File: config.mk
export PLATFORM = sky130hd
export DESIGN_NAME = block_distributor
export DESIGN_NICKNAME = d
export VERILOG_FILES = /design/src/rtl/wd_pkg.sv /design/src/rtl/wd_datapath.sv /design/src/rtl/wd_control.sv /design/src/rtl/block_distributor.sv
export SDC_FILE = /design/constraint.sdc
export NUM_CORES = 2
export LEC_CHECK = 0
export ABC_AREA = 1
export CAP_MARGIN = 20
export CORE_MARGIN = 10
export CORE_UTILIZATION = 25
export CTS_BUF_LIST = sky130_fd_sc_hd__clkbuf_4
export DETAILED_ROUTE_END_ITERATION = 7
export DONT_BUFFER_PORTS = 1
export GPL_TIMING_DRIVEN = 0
export SLEW_MARGIN = 10
export SYNTH_ARGS = -nofsm -noshare
export SYNTH_HDL_FRONTEND = slang
export SYNTH_SLANG_ARGS = --single-unit
File: constraint.sdc
create_clock -name clk -period 6.8 [get_ports clk]
set_clock_uncertainty 0.2 [all_clocks]
set_input_delay 0.34 -clock clk [delete_from_list [all_inputs] [get_ports clk]]
set_output_delay 0.34 -clock clk [all_outputs]
set_load 0.05 [all_outputs]
File: src/rtl/wd_pkg.sv
package wd_pkg;
  // control-to-datapath strobes
  typedef struct packed {
    logic takeLaunch;    // write launch into table at tail
    logic issueBlock;    // charge one block of head kernel to issueUnit
    logic retireKernel;  // release table entry retireKid
  } wdStrobe_t;
endpackage

File: src/rtl/wd_datapath.sv
module wd_datapath
  import wd_pkg::*;
#(
  parameter int UNITS       = 4,
  parameter int SLOTS       = 16,
  parameter int SMEM_BUDGET = 48,
  parameter int REG_BUDGET  = 65536,
  parameter int KID_W       = 3,
  parameter int BLK_W       = 10,
  parameter int UW          = 2,
  parameter int SMEM_W      = 6,
  parameter int REG_W       = 17,
  parameter int KERNELS     = 8
) (
  input  logic                   clk,
  input  logic                   rstN,
  input  wdStrobe_t              strobe,
  input  logic [UW-1:0]          issueUnit,
  input  logic [KID_W-1:0]       headKid,
  input  logic [KID_W-1:0]       tailKid,
  input  logic [KID_W-1:0]       retireKid,
  input  logic [BLK_W-1:0]       launchBlocks,
  input  logic [SMEM_W-1:0]      launchSmem,
  input  logic [REG_W-1:0]       launchRegs,
  input  logic [UNITS-1:0]       doneValid,
  input  logic [UNITS*KID_W-1:0] doneKid,
  output logic [UNITS-1:0]       unitFits,
  output logic                   headPending,
  output logic [BLK_W-1:0]       headNextBlk,
  output logic [KERNELS-1:0]     kernelActive,
  output logic [KERNELS-1:0]     kernelComplete
);
  localparam int SLOT_W = $clog2(SLOTS + 1);
  localparam int CNT_W  = $clog2(UNITS + 1);
  localparam logic [SLOT_W-1:0] SLOT_LIM = SLOT_W'(SLOTS);
  localparam logic [SMEM_W:0]   SMEM_LIM = (SMEM_W+1)'(SMEM_BUDGET);
  localparam logic [REG_W:0]    REG_LIM  = (REG_W+1)'(REG_BUDGET);

  // kernel table
  logic [KERNELS-1:0] kActive;
  logic [BLK_W-1:0]   kTotal    [KERNELS];
  logic [BLK_W-1:0]   kIssued   [KERNELS];
  logic [BLK_W-1:0]   kFinished [KERNELS];
  logic [SMEM_W-1:0]  kSmem     [KERNELS];
  logic [REG_W-1:0]   kRegs     [KERNELS];

  // per-unit occupancy
  logic [SLOT_W-1:0]  slotsUsed [UNITS];
  logic [SMEM_W-1:0]  smemUsed  [UNITS];
  logic [REG_W-1:0]   regsUsed  [UNITS];

  logic [CNT_W-1:0]   finCount  [KERNELS];
  logic [SMEM_W-1:0]  addSmem   [UNITS];
  logic [REG_W-1:0]   addRegs   [UNITS];
  logic [SMEM_W-1:0]  retSmem   [UNITS];
  logic [REG_W-1:0]   retRegs   [UNITS];
  logic [UNITS-1:0]   addSlot;

  // completions landing on each kernel this cycle
  always_comb begin
    for (int k = 0; k < KERNELS; k++) begin
      finCount[k] = '0;
      for (int u = 0; u < UNITS; u++)
        if (doneValid[u] && doneKid[u*KID_W +: KID_W] == KID_W'(k))
          finCount[k] = finCount[k] + 1'b1;
    end
  end

  // charges and refunds per unit
  always_comb begin
    for (int u = 0; u < UNITS; u++) begin
      addSlot[u] = strobe.issueBlock && (issueUnit == UW'(u));
      addSmem[u] = addSlot[u] ? kSmem[headKid] : '0;
      addRegs[u] = addSlot[u] ? kRegs[headKid] : '0;
      retSmem[u] = doneValid[u] ? kSmem[doneKid[u*KID_W +: KID_W]] : '0;
      retRegs[u] = doneValid[u] ? kRegs[doneKid[u*KID_W +: KID_W]] : '0;
    end
  end

  // room check against the head kernel's per-block demand
  always_comb begin
    for (int u = 0; u < UNITS; u++) begin
      unitFits[u] = (slotsUsed[u] < SLOT_LIM)
                 && (({1'b0, smemUsed[u]} + {1'b0, kSmem[headKid]}) <= SMEM_LIM)
                 && (({1'b0, regsUsed[u]} + {1'b0, kRegs[headKid]}) <= REG_LIM);
    end
  end

  assign headPending = kActive[headKid] && (kIssued[headKid] != kTotal[headKid]);
  assign headNextBlk = kIssued[headKid];
  assign kernelActive = kActive;

  always_comb begin
    for (int k = 0; k < KERNELS; k++)
      kernelComplete[k] = kActive[k] && (kIssued[k] == kTotal[k])
                          && (kFinished[k] == kTotal[k]);
  end

  always_ff @(posedge clk or negedge rstN) begin
    if (!rstN) begin
      kActive <= '0;
      for (int k = 0; k < KERNELS; k++) begin
        kTotal[k]    <= '0;
        kIssued[k]   <= '0;
        kFinished[k] <= '0;
        kSmem[k]     <= '0;
        kRegs[k]     <= '0;
      end
    end else begin
      for (int k = 0; k < KERNELS; k++) begin
        if (strobe.takeLaunch && tailKid == KID_W'(k)) begin
          kActive[k]   <= 1'b1;
          kTotal[k]    <= launchBlocks;
          kIssued[k]   <= '0;
          kFinished[k] <= '0;
          kSmem[k]     <= launchSmem;
          kRegs[k]     <= launchRegs;
        end else begin
          if (strobe.retireKernel && retireKid == KID_W'(k)) kActive[k] <= 1'b0;
          if (strobe.issueBlock && headKid == KID_W'(k)) kIssued[k] <= kIssued[k] + 1'b1;
          kFinished[k] <= kFinished[k] + BLK_W'(finCount[k]);
        end
      end
    end
  end

  always_ff @(posedge clk or negedge rstN) begin
    if (!rstN) begin
      for (int u = 0; u < UNITS; u++) begin
        slotsUsed[u] <= '0;
        smemUsed[u]  <= '0;
        regsUsed[u]  <= '0;
      end
    end else begin
      for (int u = 0; u < UNITS; u++) begin
        slotsUsed[u] <= slotsUsed[u] + SLOT_W'(addSlot[u]) - SLOT_W'(doneValid[u]);
        smemUsed[u]  <= smemUsed[u] + addSmem[u] - retSmem[u];
        regsUsed[u]  <= regsUsed[u] + addRegs[u] - retRegs[u];
      end
    end
  end

  for (genvar gu = 0; gu < UNITS; gu++) begin : g_unitChecks
    assert_slot_cap_R4: assert property (@(posedge clk) disable iff (!rstN)
      slotsUsed[gu] <= SLOT_LIM);
    assert_smem_cap_R5: assert property (@(posedge clk) disable iff (!rstN)
      {1'b0, smemUsed[gu]} <= SMEM_LIM);
    assert_regs_cap_R6: assert property (@(posedge clk) disable iff (!rstN)
      {1'b0, regsUsed[gu]} <= REG_LIM);
  end

  for (genvar gk = 0; gk < KERNELS; gk++) begin : g_kernelChecks
    assert_finish_bound_R9: assert property (@(posedge clk) disable iff (!rstN)
      kActive[gk] |-> (kFinished[gk] <= kIssued[gk]));
  end
endmodule

File: src/rtl/wd_control.sv
module wd_control
  import wd_pkg::*;
#(
  parameter int UNITS   = 4,
  parameter int KID_W   = 3,
  parameter int BLK_W   = 10,
  parameter int UW      = 2,
  parameter int KERNELS = 8
) (
  input  logic               clk,
  input  logic               rstN,
  input  logic               launchValid,
  output logic               launchReady,
  input  logic [UNITS-1:0]   unitFits,
  input  logic               headPending,
  input  logic [BLK_W-1:0]   headNextBlk,
  input  logic [KERNELS-1:0] kernelActive,
  input  logic [KERNELS-1:0] kernelComplete,
  output wdStrobe_t          strobe,
  output logic [UW-1:0]      issueUnit,
  output logic [KID_W-1:0]   headKid,
  output logic [KID_W-1:0]   tailKid,
  output logic [KID_W-1:0]   retireKid,
  output logic               dispValid,
  output logic [UW-1:0]      dispUnit,
  output logic [KID_W-1:0]   dispKernel,
  output logic [BLK_W-1:0]   dispBlock,
  output logic               kernelDoneValid,
  output logic [KID_W-1:0]   kernelDoneId
);
  logic [KID_W-1:0] headPtr, tailPtr;
  logic             retireAny, headAdvance;

  assign headKid = headPtr;
  assign tailKid = tailPtr;
  assign launchReady = !kernelActive[tailPtr];
  assign headAdvance = kernelActive[headPtr] && !headPending;

  // lowest unit with room
  always_comb begin
    issueUnit = '0;
    for (int u = UNITS - 1; u >= 0; u--)
      if (unitFits[u]) issueUnit = UW'(u);
  end

  // lowest finished kernel
  always_comb begin
    retireKid = '0;
    retireAny = 1'b0;
    for (int k = KERNELS - 1; k >= 0; k--)
      if (kernelComplete[k]) begin
        retireKid = KID_W'(k);
        retireAny = 1'b1;
      end
  end

  always_comb begin
    strobe.takeLaunch   = launchValid && launchReady;
    strobe.issueBlock   = headPending && (|unitFits);
    strobe.retireKernel = retireAny;
  end

  always_ff @(posedge clk or negedge rstN) begin
    if (!rstN) begin
      headPtr         <= '0;
      tailPtr         <= '0;
      dispValid       <= 1'b0;
      dispUnit        <= '0;
      dispKernel      <= '0;
      dispBlock       <= '0;
      kernelDoneValid <= 1'b0;
      kernelDoneId    <= '0;
    end else begin
      if (strobe.takeLaunch) tailPtr <= tailPtr + 1'b1;
      if (headAdvance)       headPtr <= headPtr + 1'b1;
      dispValid       <= strobe.issueBlock;
      dispUnit        <= issueUnit;
      dispKernel      <= headPtr;
      dispBlock       <= headNextBlk;
      kernelDoneValid <= retireAny;
      kernelDoneId    <= retireKid;
    end
  end

  assert_ready_gate_R10: assert property (@(posedge clk) disable iff (!rstN)
    (launchValid && !launchReady) |=> $stable(tailPtr));

  assert_block_step_R2: assert property (@(posedge clk) disable iff (!rstN)
    (dispValid && $past(dispValid) && dispKernel == $past(dispKernel))
      |-> (dispBlock == $past(dispBlock) + 1'b1));

  assert_done_single_R9: assert property (@(posedge clk) disable iff (!rstN)
    kernelDoneValid |=> !(kernelDoneValid && kernelDoneId == $past(kernelDoneId)));
endmodule

File: src/rtl/block_distributor.sv
module block_distributor
  import wd_pkg::*;
#(
  parameter int UNITS       = 4,
  parameter int SLOTS       = 16,
  parameter int SMEM_BUDGET = 48,
  parameter int REG_BUDGET  = 65536,
  parameter int KID_W       = 3,
  parameter int BLK_W       = 10,
  parameter int UW          = (UNITS > 1) ? $clog2(UNITS) : 1,
  parameter int SMEM_W      = $clog2(SMEM_BUDGET + 1),
  parameter int REG_W       = $clog2(REG_BUDGET + 1)
) (
  input  logic                   clk,
  input  logic                   rstN,
  input  logic                   launchValid,
  output logic                   launchReady,
  input  logic [BLK_W-1:0]       launchBlocks,
  input  logic [SMEM_W-1:0]      launchSmem,
  input  logic [REG_W-1:0]       launchRegs,
  input  logic [UNITS-1:0]       doneValid,
  input  logic [UNITS*KID_W-1:0] doneKernel,
  output logic                   dispValid,
  output logic [UW-1:0]          dispUnit,
  output logic [KID_W-1:0]       dispKernel,
  output logic [BLK_W-1:0]       dispBlock,
  output logic                   kernelDoneValid,
  output logic [KID_W-1:0]       kernelDoneId
);
  localparam int KERNELS = 1 << KID_W;

  wdStrobe_t          strobe;
  logic [UW-1:0]      issueUnit;
  logic [KID_W-1:0]   headKid, tailKid, retireKid;
  logic [UNITS-1:0]   unitFits;
  logic               headPending;
  logic [BLK_W-1:0]   headNextBlk;
  logic [KERNELS-1:0] kernelActive, kernelComplete;

  wd_control #(
    .UNITS(UNITS), .KID_W(KID_W), .BLK_W(BLK_W), .UW(UW), .KERNELS(KERNELS)
  ) u_ctrl (
    .clk(clk), .rstN(rstN),
    .launchValid(launchValid), .launchReady(launchReady),
    .unitFits(unitFits), .headPending(headPending), .headNextBlk(headNextBlk),
    .kernelActive(kernelActive), .kernelComplete(kernelComplete),
    .strobe(strobe), .issueUnit(issueUnit),
    .headKid(headKid), .tailKid(tailKid), .retireKid(retireKid),
    .dispValid(dispValid), .dispUnit(dispUnit), .dispKernel(dispKernel),
    .dispBlock(dispBlock),
    .kernelDoneValid(kernelDoneValid), .kernelDoneId(kernelDoneId)
  );

  wd_datapath #(
    .UNITS(UNITS), .SLOTS(SLOTS), .SMEM_BUDGET(SMEM_BUDGET), .REG_BUDGET(REG_BUDGET),
    .KID_W(KID_W), .BLK_W(BLK_W), .UW(UW), .SMEM_W(SMEM_W), .REG_W(REG_W),
    .KERNELS(KERNELS)
  ) u_data (
    .clk(clk), .rstN(rstN), .strobe(strobe), .issueUnit(issueUnit),
    .headKid(headKid), .tailKid(tailKid), .retireKid(retireKid),
    .launchBlocks(launchBlocks), .launchSmem(launchSmem), .launchRegs(launchRegs),
    .doneValid(doneValid), .doneKid(doneKernel),
    .unitFits(unitFits), .headPending(headPending), .headNextBlk(headNextBlk),
    .kernelActive(kernelActive), .kernelComplete(kernelComplete)
  );
endmodule

Yosys cells after proc, flatten, opt, wreduce, memory -nomap -nowiden
Index checks and enable logic that the tools add are counted.
W data, S select, Z words.
{"block": "word_totals", "reg_bits": 570, "in_bits": 52, "out_inout_bits": 21, "elab_cells": 498}
{"block": "op_classes", "add_sub_neg": 74, "magnitude_cmp": 19, "n_eq_ne": 69, "mux": 148, "bitwise_logic": 5, "reduce_logical": 115}
{"operator": "$mux W17", "count": 18}
{"operator": "$mux W10", "count": 28}
{"operator": "$bmux W17 S3", "count": 5}
{"operator": "$eq A10 B10 Y1", "count": 16}
{"operator": "$mux W6", "count": 18}
{"operator": "$mux W3", "count": 32}
{"operator": "$bmux W6 S3", "count": 5}
{"operator": "$logic_and A1 B1 Y1", "count": 88}
{"operator": "$eq A3 B3 Y1 const B", "count": 28}
{"operator": "$add A10 B1 Y10 const B", "count": 8}
{"operator": "$add A10 B3 Y10", "count": 8}
{"operator": "$add A17 B17 Y18", "count": 4}
{"operator": "$le A18 B17 Y1 const B", "count": 4}
{"operator": "$add A17 B17 Y17", "count": 4}
{"operator": "$sub A17 B17 Y17", "count": 4}
{"operator": "$bmux W10 S3", "count": 2}
{"operator": "$add A3 B1 Y3 const B", "count": 18}
{"operator": "$eq A3 B2 Y1 const B", "count": 14}
{"operator": "$mux W1", "count": 34}
{"operator": "$reduce_bool A2 Y1", "count": 16}
{"operator": "$add A6 B6 Y7", "count": 4}
{"operator": "$le A7 B6 Y1 const B", "count": 4}
{"operator": "$add A6 B6 Y6", "count": 4}
{"operator": "$sub A6 B6 Y6", "count": 4}
{"operator": "other kinds (17)", "count": 60}

Logic depth before layout (Yosys ltp)
{"block": "depth", "depth_word": 17, "ltp_mapped": 48, "mapped_depth_nobuf": 42}

By module
Synthesis repeated with hierarchy kept, for this count alone.
{"block": "unflattened", "cells_unflattened": 5940, "area_unflattened_um2": 44482.7}
{"module": "wd_datapath", "instances": 1, "cells_each": 5819, "area_per_inst_um2": 43341.6, "seq_area_each_um2": 13613.1}
{"module": "wd_control", "instances": 1, "cells_each": 121, "area_per_inst_um2": 1141.1, "seq_area_each_um2": 650.6}

Least setup slack after synthesis
No wires, ideal clock.
{"block": "synth_path", "kind": "reg-to-reg", "start": "register u_ctrl.headPtr[0] (netlist: u_ctrl.headKid[0])", "end": "register u_data.regsUsed[15] (netlist name)", "setup_ns": 0.116, "t_arrival_ns": 6.395, "required_ns": 6.484, "slack_ns": 0.088, "stages_incl_launch_ff": 41, "period_less_slack_ns": 6.712, "cell_sequence": "dfrtp_1 > buf_4 > inv_2 > buf_6 > buf_2 > buf_2 > buf_2 > clkbuf_1 > o21ai_0 > o21ai_0 > nand2_1 > o21ai_1 > inv_1 > fa_1 > o21ai_0 > a21oi_1 > o21a_1 > nand2_1 > (+5 left out) > nor2_4 > buf_2 > nand2_1 > fa_1 > inv_1 > ha_1 > a21oi_1 > nand2_1 > a21oi_1 > o21ai_0 > a21boi_0 > o21ai_0 > a21boi_0 > nor2_1 > o21ai_0 > nand2_1 > nand2_1 > nand2_1"}
{"block": "synth_between", "elab_chain_len": 17}
{"element": "start, declared", "line": "wd_control.sv:31", "rtl": "logic [KID_W-1:0] headPtr, tailPtr;"}
{"element": "start signal, assigned", "line": "wd_control.sv:75", "rtl": "if (headAdvance) headPtr <= headPtr + 1'b1;"}
{"element": "branches (longest 14 deep; another with $add A17 B17 Y18)"}
{"element": "$mux W17 (*)", "line": "wd_datapath.sv:74", "rtl": "addRegs[u] = addSlot[u] ? kRegs[headKid] : '0;"}
{"element": "$add A17 B17 Y17 (*)", "line": "wd_datapath.sv:138", "rtl": "regsUsed[u] <= regsUsed[u] + addRegs[u] - retRegs[u];"}
{"element": "$sub A17 B17 Y17 (*)", "line": "wd_datapath.sv:138"}
{"element": "end signal, assigned by index", "line": "wd_datapath.sv:138"}
{"element": "end, declared", "line": "wd_datapath.sv:50", "rtl": "logic [REG_W-1:0] regsUsed [UNITS];"}
Every way passes the cells marked *. The select of a mux whose other input is x is not followed.
A chain may end at the register's enable or synchronous reset.

Worst setup path after layout
{"block": "layout_path", "start": "register u_ctrl.headPtr[2] (netlist: u_ctrl.headKid[2])", "end": "register u_data.regsUsed[14] (netlist name)"}
Same word-level chain as after synthesis.

==> results.ini <==
[drt]
routed_via_density = 5.20
vias = 47050
drtIter0Drc = 5345
wl_per_cell_um = 22.9
routed_wl_um = 207000
drt-pass1-iter-count = 6
drc = 0
ant_nets = 0

[final_layout]
nets = 6965
stdcell_count = 9045
fillCellCount = 19567
drive_gt1_frac = 0.101
area_growth_pct = 19.6
stdcell_area_mm2 = 0.0542

[placed_design]
place.gp.congestion = 1.03
hpwl_um = 160000
pre_cts_ws_ns = -3.54
dpl_cell_area_mm2 = 0.0487
dp_cells = 8533
portBuffers = 0

[sta]
period_needed_ns = 6.61
setup_viol = 0
slew_headroom = -0.572
fin_tns_setup_ns = 0
slew_violations = 348
holdWs_ns = -1.41
fin_ws_ns = 0.192
period_share = 0.972
hold_violations = 570
fmax_ghz = 0.151
tightest_slew_ns = 2.36

[die]
die_area_mm2 = 0.199
fp-row-count = 156
core_area_mm2 = 0.181
start_util = 0.251
ios = 73
die-height_um = 446
die_w_um = 446

[yosys]
ys_seq_elements = 570
synth_area_per_cell_um2 = 7.38
synth.distinct_cells = 56
yosysTopAreaCellShare = 0.314
synth-main-ff-cell = dfrtp_1
syn_nets = 6572
synth_edf_count = 0
synth_top_area_cell = dfrtp_1
async_flop_share = 1.00
synth_warnings = 0
ys_seq_area_frac = 0.314
syn_inst = 6144
ys_top_cells_by_area = dfrtp_1, nand2_1, inv_1
synth.cell_area_mm2 = 0.0454

[clocking]
clockBufferDepth = 3
path_clk_slew_ns = 0.07
cts_tree = built
clkLatencyLatePin_ns = 1.26
clock-sinks = 570
postCtsHoldBufs = 135
cts-root-buf = clkbuf_4
cts_max_level = 4
cts_buffers = 165

[grt]
grt.total_usage = 0.201
first_global_vias = 45131
grt_overflow = 0
grt_pass1_wl_um = 301000
antenna_found_initial = 14
grt_max_degree = 571

[run]
maxCapViolations = 0

[power_and_ir_drop]
ir_drop_v = 0.000176
p_per_area_mw_per_mm2 = 302
leakage_nw = 25.2

[setup_path]
path_class = reg2reg
cp-start-kind = flip-flop
critical-path-max-stage-delay_ns = 0.51
cp-end-kind = flip-flop
crit_required_ns = 7.71
cp_slowest_cell = fa_1
critPathMostFrequentCell = nand2_1
reg2reg_depth = 38
arrival_ns = 7.52
crit_fanout = 10

[hold_path]
hold_path.class = in2async

[run_status]
violations = hold timing, slew limit
status = complete, but fails checks

## synth_stat cells, types with 16 or more instances
library cell and n:
nor3_1 91, inv_1 997, a22o_1 88, buf_2 42, o22ai_1 27, fa_1 104, nor2_1 353, o21ai_0 576
nand3_1 285, clkbuf_1 178, ha_1 272, nor4_1 24, o21ai_1 33, dfrtp_1 570, a21oi_1 320, xnor2_1 68
a31oi_1 16, xor2_1 173, a22oi_1 184, o221ai_1 186, nand4_1 117, nand3b_1 26, buf_1 39, nand2_1 1239
## state kept, by name, summed over array words and instances (netlist names)
register and count:
u_data.kRegs 136, u_data.smemUsed 24, u_data.slotsUsed 20, u_ctrl.kernelDoneValid 1, u_ctrl.dispUnit 2, u_ctrl.headKid 3, u_ctrl.dispBlock 10, u_data.kIssued 80
u_data.kTotal 80, u_ctrl.tailKid 3, u_data.kernelActive 8, u_ctrl.kernelDoneId 3, u_ctrl.dispKernel 3, u_data.regsUsed 68, u_ctrl.dispValid 1, u_data.kFinished 80
u_data.kSmem 48
## worst max-delay path, delay by kind of cell (launching register included)
kind            cells  cell delay (ns)
buf+inv             6             1.18
flops               1             0.45
xor+xnor            1             0.15
compound gates      6             0.80
simple gates       21             2.24
fa+ha+maj           4             1.40
## cell type report
cell class / count / area [µm²] / area share
Buffer: 263 / 1430 / 0.0263
Inverter: 1005 / 3790 / 0.0700
Clock inverter: 57 / 337 / 0.00621
Timing Repair Buffer: 232 / 2290 / 0.0423
Tap cell: 2370 / 2970 / 0.0547
Sequential cell: 570 / 14300 / 0.263
Clock buffer: 234 / 1760 / 0.0324
Antenna cell: 14 / 35.0 / 0.000646
Multi-Input combinational cell: 4300 / 27400 / 0.504
## layout by cell type, fill, tap and decap left out, drive strengths merged, types with 5 or more instances in the layout
| master | n |
|---|---|
| o21bai | 6 |
| a21oi | 321 |
| o2111ai | 8 |
| o21ai | 609 |
| clkbuf | 412 |
| dfrtp | 570 |
| a31oi | 16 |
| o21a | 10 |
| a211oi | 6 |
| a21o | 5 |
| nor2 | 357 |
| diode | 14 |
| fa | 104 |
| buf | 182 |
| nor4 | 24 |
| xor2 | 173 |
| nand3 | 293 |
| a221oi | 8 |
| and3 | 14 |
| or2 | 11 |
| a22oi | 184 |
| nand4 | 117 |
| clkinv | 44 |
| ha | 272 |
| and2 | 7 |
| a21boi | 7 |
| nand2 | 1243 |
| nand3b | 26 |
| o221ai | 186 |
| xnor2 | 68 |
| nor3 | 92 |
| inv | 1012 |
| dlygate4sd3 | 135 |
| o22ai | 27 |
| a22o | 88 |
## metal layers
layer,GRT usage,wire (µm)
met1,0.254,84500
met3,0.0516,19000
met5,0,57
met4,0.104,11600
met2,0.315,92300
## through the flow
step                total power [mW]   util
CTS                             15.9  0.295
global placement                11.7  0.268
global route                    17.7  0.300
detailed placement              11.9  0.270
floorplan                       9.94      -
finish                          16.4  0.300
## power by group
group	total [mW]	switching [mW]	internal, mW
Combinational	8.18	4.91	3.27
Sequential	4.74	0.667	4.08
Clock	3.43	1.75	1.68
## kinds of logic after synthesis
| logic type | after synthesis | synth area share |
|---|---|---|
| AOI/OAI and AO/OA | 1493 | 0.203 |
| and+or+nand+nor | 2187 | 0.205 |
| xor gates and xnor gates | 244 | 0.0480 |
| DFF | 570 | 0.314 |
| adders and majority gates | 376 | 0.121 |
| buffers and inverters | 1274 | 0.108 |
## path summary, 6_finish.rpt
path | slack, ns | to | start
worst max-delay path | 0.19 | u_data.regsUsed[14]$_DFF_PN0_ | u_ctrl.headKid[2]$_DFFE_PN0P_
worst min-delay path | -1.41 | u_data.kIssued[53]$_DFFE_PN0P_ | rstN
worst max register to register | 0.19 | u_data.regsUsed[14]$_DFF_PN0_ | u_ctrl.headKid[2]$_DFFE_PN0P_
worst min register to register | 0.30 | u_data.kernelActive[4]$_DFFE_PN0P_ | u_data.kernelActive[4]$_DFFE_PN0P_
max in group asynchronous | 5.88 | u_data.regsUsed[41]$_DFF_PN0_ | rstN
min in group clk | 0.13 | u_data.slotsUsed[0]$_DFF_PN0_ | doneValid[3]
## repair_timing
action                                 CTS  global route
endpoints found under the hold margin  965           570
setup endpoints to repair              195            36
pin swaps                               33            59
gates resized for setup                208           191
setup buffers                           47            31
Note: power is estimated with default switching activity, not from simulation.
